==> src/rtl/ttu_pkg.sv <==
package ttu_pkg;
   localparam int CODE_W    = 4;
   localparam int EXP_BASE  = 8;
   localparam int NEG_W     = 32;
endpackage

==> src/rtl/ttu_code_expand.sv <==
module ttu_code_expand #(
   parameter int CODE_W = 4,
   parameter int TW     = 24,
   parameter int BASE   = 8
) (
   input  logic [CODE_W-1:0] code,
   output logic [TW-1:0]     value
);
   localparam int N = 1 << CODE_W;
   logic [TW-1:0] tbl [N];

   assign tbl[0] = '0;
   for (genvar k = 1; k < N; k++) begin : g_ent
      assign tbl[k] = TW'(1) << (k + BASE);
   end
   assign value = tbl[code];
endmodule

==> src/rtl/ttu_rot_timer.sv <==
module ttu_rot_timer #(
   parameter int TW = 24
) (
   input  logic          clk,
   input  logic          rst_n,
   input  logic          primed,
   input  logic          tok,
   input  logic          rel,
   input  logic [TW-1:0] tgt,
   output logic          late_q,
   output logic          rec_q,
   output logic          hold_q,
   output logic [TW-1:0] tht_q
);
   logic [TW-1:0] trt_q;

   always_ff @(posedge clk or negedge rst_n) begin
      if (!rst_n) begin
         trt_q  <= '0;
         tht_q  <= '0;
         late_q <= 1'b0;
         rec_q  <= 1'b0;
         hold_q <= 1'b0;
      end else if (!primed) begin
         trt_q <= tgt;
         rec_q <= 1'b0;
      end else begin
         rec_q <= 1'b0;
         if (tok) begin
            late_q <= 1'b0;
            trt_q  <= tgt;
            tht_q  <= late_q ? '0 : trt_q;
            hold_q <= 1'b1;
         end else begin
            if (rel) hold_q <= 1'b0;
            if (tht_q != '0) tht_q <= tht_q - 1'b1;
            if (trt_q == '0) begin
               trt_q <= tgt;
               if (late_q) begin
                  late_q <= 1'b0;
                  rec_q  <= 1'b1;
               end else begin
                  late_q <= 1'b1;
               end
            end else begin
               trt_q <= trt_q - 1'b1;
            end
         end
      end
   end


   late_rise_chk: assert property (@(posedge clk) disable iff (!rst_n)
      $rose(late_q) |-> $past(!tok));

   recovery_pulse_chk: assert property (@(posedge clk) disable iff (!rst_n)
      rec_q |-> ($past(late_q) && !late_q) ##1 !rec_q);

   token_clears_late_chk: assert property (@(posedge clk) disable iff (!rst_n)
      $past(tok && primed) |-> (!late_q && !rec_q && hold_q));

   hold_descend_chk: assert property (@(posedge clk) disable iff (!rst_n)
      $past(!(tok && primed)) |-> (tht_q <= $past(tht_q)));
endmodule

==> src/rtl/ttu_valid_timer.sv <==
module ttu_valid_timer #(
   parameter int TW = 24
) (
   input  logic          clk,
   input  logic          rst_n,
   input  logic          primed,
   input  logic          enable,
   input  logic          restart,
   input  logic [TW-1:0] reload,
   output logic          expired_q
);
   logic [TW-1:0] cnt_q;

   always_ff @(posedge clk or negedge rst_n) begin
      if (!rst_n) begin
         cnt_q     <= '0;
         expired_q <= 1'b0;
      end else begin
         expired_q <= 1'b0;
         if (!primed) begin
            cnt_q <= reload;
         end else if (!enable) begin
            cnt_q <= '0;
         end else if (restart) begin
            cnt_q <= reload;
         end else if (cnt_q == '0) begin
            cnt_q     <= reload;
            expired_q <= 1'b1;
         end else begin
            cnt_q <= cnt_q - 1'b1;
         end
      end
   end


   tvx_off_chk: assert property (@(posedge clk) disable iff (!rst_n)
      expired_q |-> $past(enable && !restart));

   tvx_pulse_chk: assert property (@(posedge clk) disable iff (!rst_n)
      expired_q |=> !expired_q);
endmodule

==> src/rtl/ttu_class_gate.sv <==
module ttu_class_gate #(
   parameter int TW = 24
) (
   input  logic          hold,
   input  logic [TW-1:0] tht,
   input  logic          prio_on,
   input  logic [TW-1:0] prio_val,
   output logic          sync_en,
   output logic          async_en,
   output logic          prio_en
);
   always_comb begin
      sync_en  = hold;
      async_en = hold && (tht != '0);
      prio_en  = hold && prio_on && (tht > prio_val);
   end
endmodule

==> src/rtl/token_rotation_timer.sv <==
module token_rotation_timer #(
   parameter int TW = 24
) (
   input  logic        clk,
   input  logic        rst_n,
   input  logic        token_seen,
   input  logic        frame_valid,
   input  logic        token_release,
   input  logic        neg_load,
   input  logic [31:0] neg_value,
   input  logic [3:0]  max_code,
   input  logic [3:0]  prio_code,
   input  logic [3:0]  tvx_code,
   output logic        late_flag,
   output logic        recover_req,
   output logic        tvx_expired,
   output logic        sync_en,
   output logic        async_en,
   output logic        async_prio_en
);
   import ttu_pkg::*;

   localparam int          MIN_TW = (1 << CODE_W) - 1 + EXP_BASE + 1;
   localparam logic [NEG_W-1:0] CAP = NEG_W'((64'(1) << TW) - 1);

   if (TW < MIN_TW || TW > NEG_W) begin : g_bad_width
      $error("token_rotation_timer: TW out of range");
   end

   logic [NEG_W-1:0] mag_q;
   logic             primed_q;
   logic [TW-1:0]    max_val, prio_val, tvx_val, tgt;
   logic [NEG_W-1:0] lim;
   logic             hold;
   logic [TW-1:0]    tht;

   always_ff @(posedge clk or negedge rst_n) begin
      if (!rst_n) begin
         mag_q    <= '1;
         primed_q <= 1'b0;
      end else begin
         primed_q <= 1'b1;
         if (neg_load && neg_value[NEG_W-1]) mag_q <= -neg_value;
      end
   end

   ttu_code_expand #(.CODE_W(CODE_W), .TW(TW), .BASE(EXP_BASE)) i_max_exp (
      .code(max_code), .value(max_val));
   ttu_code_expand #(.CODE_W(CODE_W), .TW(TW), .BASE(EXP_BASE)) i_prio_exp (
      .code(prio_code), .value(prio_val));
   ttu_code_expand #(.CODE_W(CODE_W), .TW(TW), .BASE(EXP_BASE)) i_tvx_exp (
      .code(tvx_code), .value(tvx_val));

   always_comb begin
      lim = (max_code != '0) ? NEG_W'(max_val) : CAP;
      tgt = (mag_q > lim) ? TW'(lim) : TW'(mag_q);
   end

   ttu_rot_timer #(.TW(TW)) i_rot (
      .clk(clk), .rst_n(rst_n), .primed(primed_q), .tok(token_seen),
      .rel(token_release), .tgt(tgt), .late_q(late_flag), .rec_q(recover_req),
      .hold_q(hold), .tht_q(tht));

   ttu_valid_timer #(.TW(TW)) i_tvx (
      .clk(clk), .rst_n(rst_n), .primed(primed_q), .enable(tvx_code != '0),
      .restart(frame_valid || token_seen), .reload(tvx_val),
      .expired_q(tvx_expired));

   ttu_class_gate #(.TW(TW)) i_gate (
      .hold(hold), .tht(tht), .prio_on(prio_code != '0), .prio_val(prio_val),
      .sync_en(sync_en), .async_en(async_en), .prio_en(async_prio_en));


   reset_quiet_chk: assert property (@(posedge clk)
      !rst_n |-> !(late_flag || recover_req || tvx_expired || sync_en));

   prio_needs_hold_chk: assert property (@(posedge clk) disable iff (!rst_n)
      async_prio_en |-> (async_en && prio_code != '0));
endmodule

==> config.mk <==
export PLATFORM = sky130hd
export DESIGN_NAME = token_rotation_timer
export DESIGN_NICKNAME = d
export VERILOG_FILES = /design/src/rtl/ttu_pkg.sv /design/src/rtl/ttu_code_expand.sv /design/src/rtl/ttu_rot_timer.sv /design/src/rtl/ttu_valid_timer.sv /design/src/rtl/ttu_class_gate.sv /design/src/rtl/token_rotation_timer.sv
export SDC_FILE = /design/constraint.sdc
export NUM_CORES = 1
export LEC_CHECK = 0
export ABC_AREA = 0
export BUFFER_PORTS_ARGS = -buffer_cell sky130_fd_sc_hd__buf_2
export CORE_ASPECT_RATIO = 0.5
export CORE_MARGIN = 3
export CORE_UTILIZATION = 40
export CTS_CLUSTER_DIAMETER = 80
export DETAILED_ROUTE_END_ITERATION = 16
export PLACE_DENSITY = 0.62
export SYNTH_ARGS = -nofsm -noshare
export SYNTH_HDL_FRONTEND = slang
export SYNTH_SLANG_ARGS = --single-unit
==> constraint.sdc <==
create_clock -name clk -period 6.8 [get_ports clk]
set_clock_uncertainty 0.15 [all_clocks]
set_input_delay 1.36 -clock clk [delete_from_list [all_inputs] [get_ports clk]]
set_output_delay 1.36 -clock clk [all_outputs]
set_load 0.005 [all_outputs]
==> results by group, run 1 <==
Timing
  • RSZ-0062 raised after global routing: no
  • Setup TNS: 0 ns
  • Final setup vio count: 0
  • Tmin final: 4.77 ns
  • Slew Viols, Final: 0
  • Fmax: 0.210 GHz
  • Slew @ Worst Pin: 1.21 ns
  • Final Cycle Share: 70.2%
  • Fin. Hold Viols: 0
  • Max-slew headroom: 19.1%

Detailed routing
  • DR DRC count: 0
  • Number of antenna-violating nets in the routed design: 0
  • Vias: 6,549
  • DR pass1 iterations: 4
  • Total wire length: 19.0 mm
  • Wire per inst: 16.2 µm
  • Initial DRC Count: 367
  • Vias per cell: 5.59

Yosys
  • Synth cell count leaders: nand2_1 (97), o21ai_0 (82), dfrtp_1 (77), nor2_1 (72), ha_1 (45)
  • Syn Area/Cell: 8.76 µm²
  • Syn Inst Count: 879
  • Syn_nets: 974
  • Number of flops mapped to enable cells by yosys: 0
  • Post-synth cell types: 76
  • Top_reg_cell synth: dfrtp_1
  • Synth top area cells: dfrtp_1 (25%), dfstp_2 (11%), ha_1 (7.3%)
  • Yosys top cell area share: 25.0%
  • Fraction of registers with async set/reset: 100%
  • Most common cell in the netlist: nand2_1
  • Number of synthesized register bits: 109
  • Cell accounting for the most synthesized area: dfrtp_1
  • Syn. warnings: 0
  • Seq/Total Area, Yosys: 35.9%
  • Synth Cell Area: 7700 µm²

Place
  • Post-DP HPWL: 14.2 mm
  • Final GP Congestion: 0.871
  • Buffers on Ports: 55

Worst setup path
  • Arrival time at the worst endpoint: 3.26 ns
  • Worst setup EP type: primary output
  • Startpoint types: input port
  • Crit path cell chain: buf_2, nor2b_1, nand2_1, ha_1, nand4_1, nor2_1, nand2_1, or4_1, nand3_1, a21oi_1, buf_2
  • Crit path largest cell delay: 0.51 ns
  • Crit-path max FO: 7
  • WP data required: 5.29 ns
  • Crit Path Class: in2out
  • Crit-path slowest cell: or4_1

Global routing
  • GR Util All Layers: 18.2%
  • Vias in the first global route: 6,236
  • Largest net degree at the start of global routing: 64
  • Global-route wire length before repair: 31.9 mm
  • Antenna violations before repair: 1
  • GRT overflow: 0

Pwr
  • VDD IR max: 0.136 mV
  • Total power: 0.00197 W
  • Cell area power density: 232 nW/µm²
  • Leakage power: 3.45 nW

Flow run
  • Max-Cap Viols: 0

Floorplan
  • Initial Utilization: 41.3%
  • # rows: 35
  • Die Ht: 104 µm
  • Core area: 18,700 µm²
  • Die X: 202 µm
  • IO Count: 56
  • DIE AREA: 21,100 µm²

Final layout
  • Area occupied by multi-input gates: 4700 µm²
  • Sequential cell area: 2770 µm²
  • Layout cells sized above 1: 14.6%
  • Fin nets: 1,003
  • Antenna Diode Count: 0
  • Synthesis-to-finish area growth: 10.1%
  • Fillers: 1,864

CTS
  • H-tree levels: 3
  • Post-CTS Setup Inserts: 0
  • CTS resizes: 0
  • Root Buffer: clkbuf_16
  • Clock buffer count from CTS: 9
  • Cts hold-fix bufs: 0
  • Clk Latency, worst-skew pair: 0.36 ns
  • CTS Sinks: 109
  • TritonCTS clock tree: yes
  • CTS max path bufs: 2
  • Clock Pin Slew Worst Setup and Hold Paths: 0.07 ns

Hold path
  • Worst Hold Class: reg2reg

Status
  • Outcome: finished clean
area by class of cell:
cell class,instances,share of cell area [%]
Multi-Input combinational cell,712,55.5
Sequential cell,109,32.6
Tap cell,259,3.82
Timing Repair Buffer,59,3.63
Clock buffer,13,3.45
Inverter,17,0.753
Clock inverter,3,0.236
where the power goes:
part / switching (W) / total [W] / internal [W]
registers: 0.000123 / 0.000877 / 0.000754
clock network: 0.000245 / 0.000550 / 0.000305
logic: 0.000301 / 0.000538 / 0.000237
critical path, delay by kind of cell:
family	cells	cell delay, ns
buf+inv	2	0.27
simple gates	7	1.27
fa+ha+maj	1	0.31
compound gates	1	0.05
state kept, by name (all words and copies together) (netlist names), 24 cells and up:
name         flops
i_tvx.cnt_q     24
i_rot.tht_q     24
i_rot.trt_q     24
mag_q           32
stage by stage:
step | hold WS (ns) | worst slack, ns | area, µm² | utilization (%) | std cells
after CTS | 0.318 | 2.02 | 8480 | 45.4 | 1172
final | 0.313 | 2.03 | 8480 | 45.4 | 1172
after floorplan | 0.292 | 2.48 | 7700 | - | 879
after detailed placement | 0.307 | 1.94 | 8170 | 43.8 | 1156
after global routing | 0.337 | 1.82 | 8480 | 45.4 | 1172
after global placement | 0.302 | 2.05 | 8170 | 43.8 | 1156
path summary, 6_finish.rpt:
| check | startpoint | to | slack, ns | depth (start not counted) |
|---|---|---|---|---|
| min | mag_q[29] | mag_q[29] | 0.31 | 2 |
| min reg2reg | mag_q[29] | mag_q[29] | 0.31 | 2 |
| max reg2reg | i_rot.trt_q[6] | i_rot.trt_q[3] | 3.49 | 7 |
| max | prio_code[0] | async_prio_en | 2.03 | 11 |
| min in group asynchronous | rst_n | i_tvx.cnt_q[10] | 0.86 | 1 |
| max in group asynchronous | rst_n | i_rot.trt_q[0] | 4.40 | 2 |
cells in the final DEF, fill, tap and decap left out, types with 4 or more instances in the layout:
master | Yosys | routed
and4_1 | 5 | 5
mux2i_1 | 9 | 9
o21ai_0 | 82 | 82
a22oi_1 | 33 | 33
dfstp_2 | 32 | 32
xor2_1 | 26 | 26
o31a_1 | 15 | 15
a21oi_1 | 37 | 37
nand2_1 | 97 | 97
nor4_1 | 25 | 25
nor2b_1 | 15 | 15
nand2b_1 | 7 | 7
a221o_1 | 5 | 5
buf_2 | 4 | 54
a21o_1 | 10 | 10
nand3b_1 | 7 | 7
xnor2_1 | 40 | 40
inv_1 | 17 | 17
buf_4 | 2 | 5
ha_1 | 45 | 45
nor4_2 | 4 | 4
o21ai_1 | 5 | 5
o22ai_1 | 5 | 5
nor3_1 | 29 | 29
a211oi_1 | 5 | 5
nor2_1 | 72 | 72
nand4_1 | 9 | 9
nand3_1 | 23 | 23
and2_1 | 5 | 5
or3_1 | 26 | 26
nor3b_1 | 5 | 5
or4_1 | 9 | 9
a31oi_1 | 6 | 6
dfrtp_1 | 77 | 77
clkbuf_16 | 0 | 11
per-layer routing:
metal / track usage, % / share of wire [%] / vias up
li1: - / - / 3297
met1: 27.6 / 53 / 3096
met2: 26.9 / 42 / 137
met3: 4.13 / 4.6 / 17
met4: 2.91 / 0.55 / 2
met5: 0 / 0.068 / -
kinds of logic after synthesis:
group                    synth area share [%]
AO/OA/AOI/OAI                            19.5
XOR/XNOR                                 7.51
adder cells (fa/ha/maj)                  7.31
buffers and inverters                    3.09
flip-flops                               35.9
multiplexers                             1.32
other                                  0.0487
AND/OR/NAND/NOR                          25.3
Note: power is estimated with default switching activity, not from simulation.
==> run 2, diff against run 1 <==
Clock period 6.8 ns to 4.8 ns, I/O delays scaled along.
==> run 2 against run 1 <==
Net effect: non-clock buffer count increased by 3; worst setup slack got worse by 1.2 ns; utilization about the same; first-iteration DRC count decreased by 23%; via count about the same; sequential power increased by 43%; cell count increased by 0.26%; power increased by 41%; die area unchanged; worst hold slack got worse by 0.0013 ns.
==> results by group, run 2 (synthesis gave the netlist of run 1 again) <==
Timing
  • Setup TNS: 0 ns (unchanged)
  • Max-slew headroom: 19.1% (+0.022 points)
  • Slew @ Worst Pin: 1.21 ns (-0.000330 ns)
  • Fmax: 0.251 GHz
  • Final Cycle Share: 82.9%
  • Slew Viols, Final: 0 (unchanged)
  • Fin. Hold Viols: 0 (unchanged)
  • RSZ-0062 raised after global routing: no
  • Tmin final: 3.98 ns
  • Final setup vio count: 0 (unchanged)

CTS
  • Root Buffer: clkbuf_16
  • Post-CTS Setup Inserts: 0 (unchanged)
  • TritonCTS clock tree: yes
  • CTS max path bufs: 2 (unchanged)
  • H-tree levels: 3 (unchanged)
  • Clock Pin Slew Worst Setup and Hold Paths: 0.07 ns (about the same)
  • Clk Latency, worst-skew pair: 0.37 ns (about the same)
  • CTS resizes: 0 (unchanged)
  • Clock buffer count from CTS: 9 (unchanged)
  • CTS Sinks: 109 (unchanged)
  • Cts hold-fix bufs: 0 (unchanged)

Global routing
  • Vias in the first global route: 6,303 (+1.1%)
  • Global-route wire length before repair: 32.2 mm (+0.71%)
  • GR Util All Layers: 18.5% (+0.28 points)
  • Antenna violations before repair: 1 (unchanged)
  • Largest net degree at the start of global routing: 79 (+23%)
  • GRT overflow: 0 (unchanged)

Detailed routing
  • Number of antenna-violating nets in the routed design: 0 (unchanged)
  • DR pass1 iterations: 5 (+1)
  • Wire per inst: 16.1 µm (-0.63%)
  • DR DRC count: 0 (unchanged)
  • Vias per cell: 5.57 (-0.27%)
  • Total wire length: 19.0 mm (-0.37%)
  • Initial DRC Count: 284 (-23%)
  • Vias: 6,548 (-0.015%)

Final layout
  • Fillers: 1,858 (-0.32%)
  • Largest register FFs: 32 (unchanged)
  • Layout cells sized above 1: 14.8% (+0.28 points)
  • Fin nets: 1,006 (+0.30%)
  • Antenna Diode Count: 0 (unchanged)
  • Commonest non-fill, non-tap cells in the layout: nand2_1 (97), o21ai_0 (82), dfrtp_1 (77), nor2_1 (72), buf_2 (54)
  • Design Area, Final: 8490 µm² (+0.10%)
  • Most common cell after layout, fill and taps aside: nand2_1
  • Synthesis-to-finish area growth: 10.2%
  • Layout Utilization: 45.5% (+0.047 points)
  • Reg with most FFs: mag_q

Worst setup path
  • WP data required: 3.69 ns (-1.60 ns)
  • Crit-path max FO: 7 (unchanged)
  • Worst r2r path cells: 7 (unchanged)
  • Reg2Reg Launch Point: i_rot.trt_q[6]
  • Crit Path Class: in2out
  • Worst path buffer plus inverter count: 2 (unchanged)
  • Crit path cell chain: buf_2, nor2b_1, nand3_1, ha_1, nand3_1, nor2_1, nand2_1, or4_1, nand3_1, a21oi_1, buf_2
  • Arrival time at the worst endpoint: 2.87 ns (-0.39 ns)
  • Startpoint types: input port
  • Worst setup EP type: primary output
  • Worst reg-to-reg setup slack: 1.62 ns (-1.87 ns)
  • CP top delay family: simple AND/OR/NAND/NOR gates
  • Crit-path slowest cell: or4_1
  • Crit path largest cell delay: 0.50 ns (about the same)
  • Most Frequent Cell on Critical Path: nand3_1
  • Crit Reg-Reg Endpoint: i_rot.trt_q[3]

Floorplan
  • Core area: 18,700 µm² (unchanged)
  • DIE AREA: 21,100 µm² (unchanged)
  • Initial Utilization: 41.3% (unchanged)
  • Die X: 202 µm (unchanged)
  • IO Count: 56 (unchanged)
  • # rows: 35 (unchanged)
  • Die Ht: 104 µm (unchanged)

Place
  • Post-DP HPWL: 14.3 mm (+0.21%)
  • Final GP Congestion: 0.851 (-2.3%)
  • Buffers on Ports: 55 (unchanged)
  • Placed standard-cell area: 8190 µm² (+0.28%)

Pwr
  • VDD IR max: 0.155 mV (+14%)
  • Leakage power: 3.45 nW (+0.20%)
  • Cell area power density: 327 nW/µm² (+41%)

Hold path
  • Cells on Worst Hold Path: 2 (unchanged)
  • Worst Hold Class: reg2reg
  • Hold EP: mag_q[29]
  • Hold Startpoint: mag_q[29]

Flow run
  • Max-Cap Viols: 0 (unchanged)

Status
  • Outcome: finished clean
-- run 2: worst min-delay path: stages, from the launching register on --
cell,delay (ns)
dfstp_2,0.37
nand2_1,0.04
o21ai_1,0.05
-- run 2: through the flow --
| stage | hold slack (ns) | total power, W | setup WS (ns) | instances |
|---|---|---|---|---|
| after global placement | 0.301 | 0.00200 | 0.817 | 1159 |
| final | 0.312 | 0.00277 | 0.820 | 1175 |
| after CTS | 0.313 | 0.00280 | 0.799 | 1175 |
| after floorplan | 0.292 | 0.00178 | 1.01 | 879 |
| after detailed placement | 0.303 | 0.00202 | 0.796 | 1159 |
| after global routing | 0.349 | 0.00298 | 0.604 | 1175 |
-- run 2: worst max path at each step --
stage / cells after the start / slack, ns / startpoint / end
floorplan: 12 / 1.01 / max_code[2] / i_rot.trt_q[3]
global placement: 10 / 0.82 / max_code[1] / i_rot.trt_q[3]
detailed placement: 10 / 0.80 / max_code[1] / i_rot.trt_q[3]
CTS: 11 / 0.80 / prio_code[1] / async_prio_en
global route: 11 / 0.60 / prio_code[3] / async_prio_en
finish: 11 / 0.82 / prio_code[1] / async_prio_en
-- run 2: report_power, final --
part / switching, W / leakage [nW] / internal [W] / total (W)
Clock: 0.000353 / 0.147 / 0.000410 / 0.000763
Combinational: 0.000426 / 1.97 / 0.000336 / 0.000762
Sequential: 0.000180 / 1.33 / 0.00107 / 0.00125
Total: 0.000959 / 3.45 / 0.00181 / 0.00277
-- run 2: area by class of cell --
class,count,area (µm²),area share (%)
Clock buffer,10,229,2.70
Clock inverter,6,70.1,0.826
Inverter,17,63.8,0.752
Multi-Input combinational cell,712,4700,55.4
Sequential cell,109,2770,32.6
Tap cell,259,324,3.82
Timing Repair Buffer,62,330,3.89
-- run 2: metal layers --
| layer | share of wire [%] | track usage, % |
|---|---|---|
| met1 | 52 | 27.6 |
| met2 | 41 | 27.3 |
| met3 | 5.5 | 4.38 |
| met4 | 1.0 | 3.90 |
| met5 | 0.069 | 0 |
